$ cat config.mk
export PLATFORM = sky130hd
export DESIGN_NAME = win_blender
export DESIGN_NICKNAME = d
export VERILOG_FILES = /design/src/rtl/blend_pkg.sv /design/src/rtl/blend_cfg.sv /design/src/rtl/blend_window.sv /design/src/rtl/blend_chan.sv /design/src/rtl/win_blender.sv
export SDC_FILE = /design/constraint.sdc
export NUM_CORES = 2
export LEC_CHECK = 0
export ABC_AREA = 0
export BUFFER_PORTS_ARGS = -buffer_cell sky130_fd_sc_hd__buf_2
export CAP_MARGIN = 10
export CORE_MARGIN = 1
export CORE_UTILIZATION = 35
export DETAILED_ROUTE_END_ITERATION = 10
export SLEW_MARGIN = 20
export SYNTH_ARGS = -nofsm -noshare
export SYNTH_HDL_FRONTEND = slang
export SYNTH_HIERARCHICAL = 1
export SYNTH_SLANG_ARGS = --single-unit
export TNS_END_PERCENT = 30
$ cat constraint.sdc
create_clock -name clk -period 22.7 [get_ports clk]
set_input_delay 4.54 -clock clk [delete_from_list [all_inputs] [get_ports clk]]
set_output_delay 4.54 -clock clk [all_outputs]
set_load 0.005 [all_outputs]
$ cat src/rtl/blend_pkg.sv
package blend_pkg;
    localparam int unsigned CB_FG_EN  = 4;
    localparam int unsigned CB_WINSEL = 5;
    localparam int unsigned CB_GLB    = 6;
    localparam int unsigned CB_BG_EN  = 9;
    localparam int unsigned ALPHA_LSB = 24;
    localparam int unsigned POS_X_LSB = 16;
    localparam int unsigned CH_W      = 8;
    localparam int unsigned N_CH      = 3;

    typedef enum logic [1:0] {
        SEL_COMMON = 2'd0,
        SEL_GWCTRL = 2'd1,
        SEL_FGPOS  = 2'd2,
        SEL_BGPOS  = 2'd3
    } cfg_sel_e;

    typedef enum logic {
        WIN_ON_BG = 1'b0,
        WIN_ON_FG = 1'b1
    } win_state_e;
endpackage

$ cat src/rtl/blend_cfg.sv
module blend_cfg
    import blend_pkg::*;
#(
    parameter int unsigned XW = 12,
    parameter int unsigned YW = 12
) (
    input  logic          clk,
    input  logic          rst_n,
    input  logic          cfg_we,
    input  logic [1:0]    cfg_sel,
    input  logic [31:0]   cfg_wdata,
    input  logic          alpha_we,
    input  logic [9:0]    alpha_req,
    input  logic          ovl_off,
    output logic          bg_en,
    output logic          fg_en,
    output logic          glb_mode,
    output logic          win_fg,
    output logic [7:0]    alpha,
    output logic [XW-1:0] fg_x,
    output logic [YW-1:0] fg_y,
    output logic [XW-1:0] bg_x,
    output logic [YW-1:0] bg_y
);
    win_state_e  state_q, state_d;
    logic [31:0] gw_q;
    logic        wr_common, wr_gw;

    assign wr_common = cfg_we && (cfg_sel_e'(cfg_sel) == SEL_COMMON);
    assign wr_gw     = cfg_we && (cfg_sel_e'(cfg_sel) == SEL_GWCTRL);

    always_comb begin
        state_d = state_q;
        unique case (state_q)
            WIN_ON_BG: if (!ovl_off && wr_common && cfg_wdata[CB_WINSEL])
                           state_d = WIN_ON_FG;
            WIN_ON_FG: if (ovl_off || (wr_common && !cfg_wdata[CB_WINSEL]))
                           state_d = WIN_ON_BG;
        endcase
    end

    always_ff @(posedge clk) begin
        if (!rst_n) state_q <= WIN_ON_BG;
        else        state_q <= state_d;
    end

    always_ff @(posedge clk) begin
        if (!rst_n) begin
            bg_en <= 1'b0; fg_en <= 1'b0; glb_mode <= 1'b0;
            gw_q <= '0;
            fg_x <= '0; fg_y <= '0; bg_x <= '0; bg_y <= '0;
        end else begin
            if (wr_common) begin
                bg_en    <= cfg_wdata[CB_BG_EN];
                fg_en    <= cfg_wdata[CB_FG_EN];
                glb_mode <= cfg_wdata[CB_GLB];
            end
            if (ovl_off) fg_en <= 1'b0;
            if (wr_gw) gw_q <= cfg_wdata;
            if (alpha_we)
                gw_q[31:ALPHA_LSB] <= (alpha_req > 10'd255) ? 8'hFF : alpha_req[7:0];
            if (cfg_we && cfg_sel_e'(cfg_sel) == SEL_FGPOS) begin
                fg_x <= cfg_wdata[POS_X_LSB +: XW];
                fg_y <= cfg_wdata[YW-1:0];
            end
            if (cfg_we && cfg_sel_e'(cfg_sel) == SEL_BGPOS) begin
                bg_x <= cfg_wdata[POS_X_LSB +: XW];
                bg_y <= cfg_wdata[YW-1:0];
            end
        end
    end

    always_comb begin
        win_fg = (state_q == WIN_ON_FG);
        alpha  = gw_q[31:ALPHA_LSB];
    end

    // oversize alpha requests land as 255
    p_alpha_clamp_r3: assert property (@(posedge clk) disable iff (!rst_n)
        (alpha_we && alpha_req > 10'd255) |=> (alpha == 8'hFF));
    // alpha update keeps the low 24 bits of the control word
    p_alpha_keeps_low_r2: assert property (@(posedge clk) disable iff (!rst_n)
        (alpha_we && !wr_gw) |=> (gw_q[23:0] == $past(gw_q[23:0])));
    // overlay-off drops foreground and returns window to background
    p_ovl_off_r5: assert property (@(posedge clk) disable iff (!rst_n)
        ovl_off |=> (!fg_en && state_q == WIN_ON_BG));
endmodule

$ cat src/rtl/blend_window.sv
module blend_window #(
    parameter int unsigned XW   = 12,
    parameter int unsigned YW   = 12,
    parameter int unsigned FG_W = 64,
    parameter int unsigned FG_H = 48
) (
    input  logic [XW-1:0] x,
    input  logic [YW-1:0] y,
    input  logic [XW-1:0] fg_x,
    input  logic [YW-1:0] fg_y,
    input  logic [XW-1:0] bg_x,
    input  logic [YW-1:0] bg_y,
    output logic          in_fg_win,
    output logic          in_bg_area
);
    localparam logic [XW:0] W_EXT = (XW+1)'(FG_W);
    localparam logic [YW:0] H_EXT = (YW+1)'(FG_H);

    logic [XW:0] x_end;
    logic [YW:0] y_end;

    always_comb begin
        x_end      = {1'b0, fg_x} + W_EXT;
        y_end      = {1'b0, fg_y} + H_EXT;
        in_fg_win  = (x >= fg_x) && ({1'b0, x} < x_end) &&
                     (y >= fg_y) && ({1'b0, y} < y_end);
        in_bg_area = (x >= bg_x) && (y >= bg_y);
    end
endmodule

$ cat src/rtl/blend_chan.sv
module blend_chan
    import blend_pkg::*;
(
    input  logic            clk,
    input  logic            rst_n,
    input  logic [CH_W-1:0] bg_c,
    input  logic [CH_W-1:0] fg_c,
    input  logic [CH_W-1:0] alpha,
    input  logic            blend,
    output logic [CH_W-1:0] out_c
);
    localparam int unsigned SW = 2*CH_W;

    logic [SW-1:0] sum_d, sum_q;
    logic [SW:0]   div_t;

    always_comb begin
        if (blend)
            sum_d = SW'(alpha) * SW'(fg_c) + SW'(8'd255 - alpha) * SW'(bg_c);
        else
            sum_d = SW'(bg_c) * SW'(8'd255);
        div_t = {1'b0, sum_q} + (SW+1)'(1) + (SW+1)'(sum_q >> CH_W);
    end

    always_ff @(posedge clk) begin
        if (!rst_n) begin
            sum_q <= '0;
            out_c <= '0;
        end else begin
            sum_q <= sum_d;
            out_c <= div_t[CH_W +: CH_W];
        end
    end
endmodule

$ cat src/rtl/win_blender.sv
module win_blender
    import blend_pkg::*;
#(
    parameter int unsigned XW   = 12,
    parameter int unsigned YW   = 12,
    parameter int unsigned FG_W = 64,
    parameter int unsigned FG_H = 48
) (
    input  logic          clk,
    input  logic          rst_n,
    input  logic          cfg_we,
    input  logic [1:0]    cfg_sel,
    input  logic [31:0]   cfg_wdata,
    input  logic          alpha_we,
    input  logic [9:0]    alpha_req,
    input  logic          ovl_off,
    input  logic          in_valid,
    input  logic [XW-1:0] in_x,
    input  logic [YW-1:0] in_y,
    input  logic [23:0]   bg_pix,
    input  logic [23:0]   fg_pix,
    output logic          out_valid,
    output logic [XW-1:0] out_x,
    output logic [YW-1:0] out_y,
    output logic [23:0]   out_pix
);
    localparam int unsigned PW = N_CH * CH_W;

    logic          bg_en, fg_en, glb_mode, win_fg;
    logic [7:0]    alpha, alpha_eff;
    logic [XW-1:0] fg_x, bg_x;
    logic [YW-1:0] fg_y, bg_y;
    logic          in_fg_win, in_bg_area, blend;
    logic [PW-1:0] bg_eff;
    logic          v1_q;
    logic [XW-1:0] x1_q;
    logic [YW-1:0] y1_q;
    logic [1:0]    warm_q;

    blend_cfg #(.XW(XW), .YW(YW)) u_cfg (
        .clk, .rst_n, .cfg_we, .cfg_sel, .cfg_wdata, .alpha_we, .alpha_req,
        .ovl_off, .bg_en, .fg_en, .glb_mode, .win_fg, .alpha,
        .fg_x, .fg_y, .bg_x, .bg_y
    );

    blend_window #(.XW(XW), .YW(YW), .FG_W(FG_W), .FG_H(FG_H)) u_win (
        .x(in_x), .y(in_y), .fg_x, .fg_y, .bg_x, .bg_y,
        .in_fg_win, .in_bg_area
    );

    always_comb begin
        blend     = fg_en && win_fg && in_fg_win;
        alpha_eff = glb_mode ? alpha : 8'hFF;
        bg_eff    = (bg_en && in_bg_area) ? bg_pix : '0;
    end

    for (genvar c = 0; c < N_CH; c++) begin : g_ch
        blend_chan u_ch (
            .clk, .rst_n,
            .bg_c  (bg_eff[c*CH_W +: CH_W]),
            .fg_c  (fg_pix[c*CH_W +: CH_W]),
            .alpha (alpha_eff),
            .blend,
            .out_c (out_pix[c*CH_W +: CH_W])
        );
    end

    always_ff @(posedge clk) begin
        if (!rst_n) begin
            v1_q <= 1'b0; x1_q <= '0; y1_q <= '0;
            out_valid <= 1'b0; out_x <= '0; out_y <= '0;
            warm_q <= '0;
        end else begin
            v1_q <= in_valid; x1_q <= in_x; y1_q <= in_y;
            out_valid <= v1_q; out_x <= x1_q; out_y <= y1_q;
            if (warm_q != 2'd2) warm_q <= warm_q + 2'd1;
        end
    end

    // valid and coordinates emerge two cycles after entry
    p_latency_r8: assert property (@(posedge clk) disable iff (!rst_n)
        (warm_q == 2'd2) |-> (out_valid == $past(in_valid, 2) &&
                              out_x == $past(in_x, 2) && out_y == $past(in_y, 2)));
endmodule

# Yosys cells after proc, flatten, opt, wreduce, memory -nomap -nowiden
# Cells that the tools add are included.
# classes
addsub	12
multipliers	9
magnitude_cmp	7
n_eq_ne	3
mux	11
n_bitwise	2
n_reduce_logical	20
# op_table
op	n
$add 16x1->16 const B	3
$add 16x16->16	3
$add 16x8->16	3
$ge 12x12->1	4
$mul 16x8->16	3
$mul 8x8->16	3
$mul 8x8->16 const B	3
$mux 16	3
$mux 32	1
$lt 12x13->1	2
$mux 24	1
$mux 8	3
$logic_and 1x1->1	14
$add 12x6->13 const B	1
$add 12x7->13 const B	1
$gt 10x8->1 const B	1
$sub 8x8->9 const A	1
$eq 2x2->1 const B	2
$eq 2x1->1 const B	1
$logic_not 1->1	2
$logic_not 2->1	1
$mux 1	2
$not 1->1	2
$pmux 1 s2	1
other kinds (3)	3
# word_totals
reg_bits	206
inputBits	122

# Depth between registers and ports, before layout
# depth
word_depth	7
depth_mapped	28

# By module
# Netlist, hierarchy kept.
# modules_own_cells
mod	n_inst	cells_each	area_each_um2	seq_area_each_um2
blend_chan at g_ch[0].u_ch	1	787	7023.0	480.5
blend_chan at g_ch[1].u_ch	1	780	6986.7	480.5
blend_chan at g_ch[2].u_ch	1	777	6980.4	480.5
blend_cfg	1	259	2307.2	1201.2
blend_window	1	225	1710.4	0.0
win_blender	1	142	1584.0	1001.0

# Worst setup path before layout
# No wires, ideal clock.
# synth_timing
path_type	in2reg
start	input in_x[0]
end	register g_ch[0].u_ch.sum_q[15]
setup_ps	124
t_arrival_ps	11124
setup_slack_ps	11451
path_stages	26
path_buffers	1
path_cell_list	inv_1 -> ha_1 -> nand2b_1 -> a21o_1 -> a211o_1 -> a21oi_2 -> a211oi_1 -> buf_2 -> and3_1 -> inv_1 -> nor2_1 -> fa_1 -> fa_1 -> fa_1 -> fa_1 -> fa_1 -> inv_1 -> fa_1 -> inv_1 -> ha_1 -> a21o_1 -> o21bai_1 -> or3_1 -> o21ai_2 -> nor3b_1 -> a2111o_1
# synth_between
elab_chain_len	7
# synth_rtl
element	line_no	text
from (decl)	win_blender.sv:18	input logic [XW-1:0] in_x,
$ge 12x12->1 *	blend_window.sv:27	in_bg_area = (x >= bg_x) && (y >= bg_y);
$logic_and 1x1->1 *	blend_window.sv:27	
via in_bg_area	win_blender.sv:33	logic in_fg_win, in_bg_area, blend;
$logic_and 1x1->1 *	win_blender.sv:54	bg_eff = (bg_en && in_bg_area) ? bg_pix : '0;
$mux 24 *	win_blender.sv:54	
via bg_eff[5]	win_blender.sv:34	logic [PW-1:0] bg_eff;
$mul 16x8->16	blend_chan.sv:19	sum_d = SW'(alpha) * SW'(fg_c) + SW'(8'd255 - alpha) * SW'(bg_c);
$add 16x16->16	blend_chan.sv:19	
$mux 16 *	blend_chan.sv:18	if (blend)
to (signal assigned)	blend_chan.sv:30	sum_q <= sum_d;
to (decl)	blend_chan.sv:14	logic [SW-1:0] sum_d, sum_q;
# Mark *: on every way through the listed nets, which the timed path passes. The rest lies on a longest branch.
# A chain may end at the register's enable or synchronous reset.

# Worst setup path in the final report
# layout_timing
start	input in_y[7]
end	register g_ch[1].u_ch.sum_q[12]
# layout_between
elab_chain_len	7
# layout_rtl
element	line_no	text
from (decl)	win_blender.sv:19	input logic [YW-1:0] in_y,
$ge 12x12->1 *	blend_window.sv:27	
$logic_and 1x1->1 *	blend_window.sv:27	
via in_bg_area	win_blender.sv:33	
$logic_and 1x1->1 *	win_blender.sv:54	
$mux 24 *	win_blender.sv:54	
via bg_eff[14]	win_blender.sv:34	
$mul 16x8->16	blend_chan.sv:19	
$add 16x16->16	blend_chan.sv:19	
$mux 16 *	blend_chan.sv:18	
to (signal assigned)	blend_chan.sv:30	
to (decl)	blend_chan.sv:14	
# Marks and branches as above.

==> flow_summary_export.csv <==
group,metric,value,unit
status,status,"finished, final reports clean",
clock_network,cts_root_buf,"clkbuf_16",
logic_synthesis,synth_edf_count,0,
worst_setup_path,cp_common_cell,"fa_1",
logic_synthesis,synth_seq_area_share,13.7,%
floorplan,pin_count,171,
floorplan,dieArea,77100,µm²
floorplan,start_util,35.5,%
place,io_buffer_count,166,
logic_synthesis,synth.ff_latch_count,182,
worst_setup_path,r2r-end,"g_ch[1].u_ch/sum_q[12]",
layout,nets,3997,
logic_synthesis,netlist_instances,2970,
clock_network,cts_setup_buffers,0,
clock_network,htree_levels,4,
worst_setup_path,path_class,"input port to flop",
sta,fmax,84.0,MHz
floorplan,rows,100,
worst_setup_path,worstPathMaxFanout,24,
logic_synthesis,synthTopCellsByArea,"fa_1, ha_1, dfxtp_1, inv_1, nand2_1",
place,hpwl,50.0,mm
clock_network,cts.sinks,182,
place,place_area,28500,µm²
logic_synthesis,synthTopCellsByCount,"inv_1, ha_1, fa_1, nand2_1, dfxtp_1",
pwr,leakage,14.9,nW
sta,drv_slew,0,
layout,final_area,29200,µm²
floorplan,die_w,278,µm
clock_network,cts_made_buffers,17,
detailed_routing,drtIter0Drc,830,
sta,finalSetupTns,0,ns
clock_network,clock_latency,0.49,ns
logic_synthesis,synth_most_common_cell,"inv_1",
hold_path,hp-start,"x1_q[7]",
hold_path,hp-class,"flop to flop",
logic_synthesis,synth_top_family_by_area,"adder cells",
sta,worst_hold_slack,0.433,ns
logic_synthesis,synth_area_per_cell,8.95,µm²
sta,hold_viol,0,
sta,finalCritPeriodShare,52.5,%
worst_setup_path,worstSetupStartpointType,"input port",
detailed_routing,postRouteAntennaNets,0,
global_route,grt_pass1_vias,20133,
worst_setup_path,end_kind,"flop",
sta,clock_skew,0.0196,ns
detailed_routing,drt_wl_total,63.5,mm
floorplan,coreArea,74800,µm²
global_route,grt_max_degree,65,
logic_synthesis,synthAdderAreaFrac,46.8,%
worst_setup_path,rr_worst_depth,27,
detailed_routing,vias,19544,
logic_synthesis,netlist_area,26600,µm²
logic_synthesis,synth_top_flop_cell,"dfxtp_1",
detailed_routing,avgRoutedWirePerCell,15.5,µm
logic_synthesis,synth_top_area_share,28.2,%
worst_setup_path,slowest_stage,"and3_1",
sta,finalCriticalPeriod,11.91,ns
hold_path,min_path_cells,1,
clock_network,clock_path_buffers,2,
sta,max_slew_margin,25.2,%
logic_synthesis,ys_types,86,
place,routabilityCongestion,0.844,
logic_synthesis,syn_nets,3861,
pwr,p_per_area,64.0,nW/µm²
worst_setup_path,arrival,12.28,ns
logic_synthesis,muxShareOfSynthArea,0.922,%
global_route,grt_pass1_wl,106,mm
hold_path,hold_end,"out_x[7]",
worst_setup_path,crit_path_max_incr_delay,0.61,ns
pwr,peakVddDrop,0.0603,mV
layout,final_layout_size_suffix_gt1_share,8.40,%
worst_setup_path,timing.rr.start,"u_cfg/bg_y[7]",
layout,syn2layout_area_growth,9.72,%
sta,setup_viol,0,
worst_setup_path,cp.required,23.08,ns
clock_network,ctsResizeCount,0,
floorplan,die_y,278,µm
detailed_routing,drc_errors,0,
logic_synthesis,synthXorXnorAreaFrac,2.83,%
detailed_routing,via_per_inst,4.77,
flow_run,max_cap_viol_count,0,
global_route,grt.total_usage,17.3,%
logic_synthesis,yosysTopAreaCell,"fa_1",
logic_synthesis,yosys.area_share.simple,16.1,%
logic_synthesis,synth-async-reset-ratio,0,%
worst_setup_path,crit_path_start,"in_y[7]",
logic_synthesis,synth-compound-area-share,9.74,%
global_route,grt_overflow_total,0,
worst_setup_path,r2r_slack,14.60,ns
sta,rsz0062_at_grt,"false",
clock_network,clk_pin_slew_worst_paths,0.09,ns
logic_synthesis,ys_warn_count,6,
clock_network,cts_tree,"done",
global_route,antenna_found_initial,7,
detailed_routing,dr.pass1.iters,5,
clock_network,hold_buffers,0,
sta,tightest_slew,1.12,ns
[layout by cell type, fill, tap and decap left out, types with 45 or more instances in the layout]
cell type / instances
a21boi_0: 45
a21oi_1: 82
and2_1: 139
buf_2: 165
dfxtp_1: 182
fa_1: 375
ha_1: 394
inv_1: 609
nand2_1: 254
nand2b_1: 108
nor2_1: 159
nor2b_1: 45
o21ai_0: 45
xnor2_1: 54
[through the flow]
step                worst slack [ns]  util, %  power [W]  std cells
finish                         10.79     39.0    0.00187       4093
global route                   10.38     39.0    0.00208       4092
CTS                            10.82     39.0    0.00190       4088
detailed placement             10.30     38.1    0.00154       4056
global placement               10.35     38.1    0.00154       4056
floorplan                      11.45        -    0.00126       2970
[worst max-delay path by stage]
stage | endpoint | depth (start not counted)
2_1_floorplan | g_ch[0].u_ch/sum_q[15] | 26
3_3_place_gp | g_ch[1].u_ch/sum_q[12] | 27
3_5_place_dp | g_ch[1].u_ch/sum_q[12] | 27
4_1_cts | g_ch[1].u_ch/sum_q[12] | 27
5_1_grt | g_ch[1].u_ch/sum_q[12] | 27
6_report | g_ch[1].u_ch/sum_q[12] | 27
[per-layer routing]
layer  GRT usage (%)  part of all wire [%]  wire length (µm)  vias up
met1            23.2                    47             29900     9534
li1                -                     -                 -     9669
met2            28.7                    47             29900      283
met5               0                 0.035                22        -
met3            3.04                   4.2              2680       54
met4            4.25                   1.6              1040        4
[sequential cells by signal, indices dropped and copies added, names as in the netlist]
name	cells
u_cfg/bg_y	12
u_cfg/glb_mode	1
out_valid	1
u_cfg/fg_x	12
u_cfg/fg_en	1
u_cfg/gw_q	8
out_x	12
g_ch.u_ch/sum_q	48
u_cfg/bg_en	1
u_cfg/bg_x	12
u_cfg/fg_y	12
y1_q	12
g_ch.u_ch/out_c	24
out_y	12
u_cfg/win_fg	1
v1_q	1
x1_q	12
[logic make-up (layout without fill, tap and decap cells)]
group | count (synthesis) | in the layout
AOI/OAI and AO/OA | 372 | 372
xor gates and xnor gates | 86 | 86
adders and majority gates | 769 | 769
buffers and inverters | 684 | 833
DFF | 182 | 182
muxes | 24 | 24
other | 3 | 8
and+or+nand+nor | 850 | 850
[worst max-delay path, delay by kind of cell]
family / cells / cell delay (ns)
simple gates: 5 / 1.27
buf+inv: 7 / 1.22
fa+ha+maj: 8 / 3.43
compound gates: 7 / 1.77
[power by group]
part	switching, W	leakage [nW]	total [W]	internal (W)
clock network	0.000181	0.318	0.000339	0.000159
registers	0.00000580	1.48	0.000336	0.000330
logic	0.000710	13.1	0.00119	0.000482
[cell type report]
cell class / count / area, µm²
antenna: 5 / 12.5
clock buffer: 17 / 425
clock inverter: 15 / 231
fill: 7613 / 45600
inverter: 617 / 2320
multi-input combinational: 2104 / 20400
sequential: 182 / 3640
tap: 969 / 1210
timing repair buffer: 184 / 968
No activity file was read; power rests on OpenSTA's default activity.
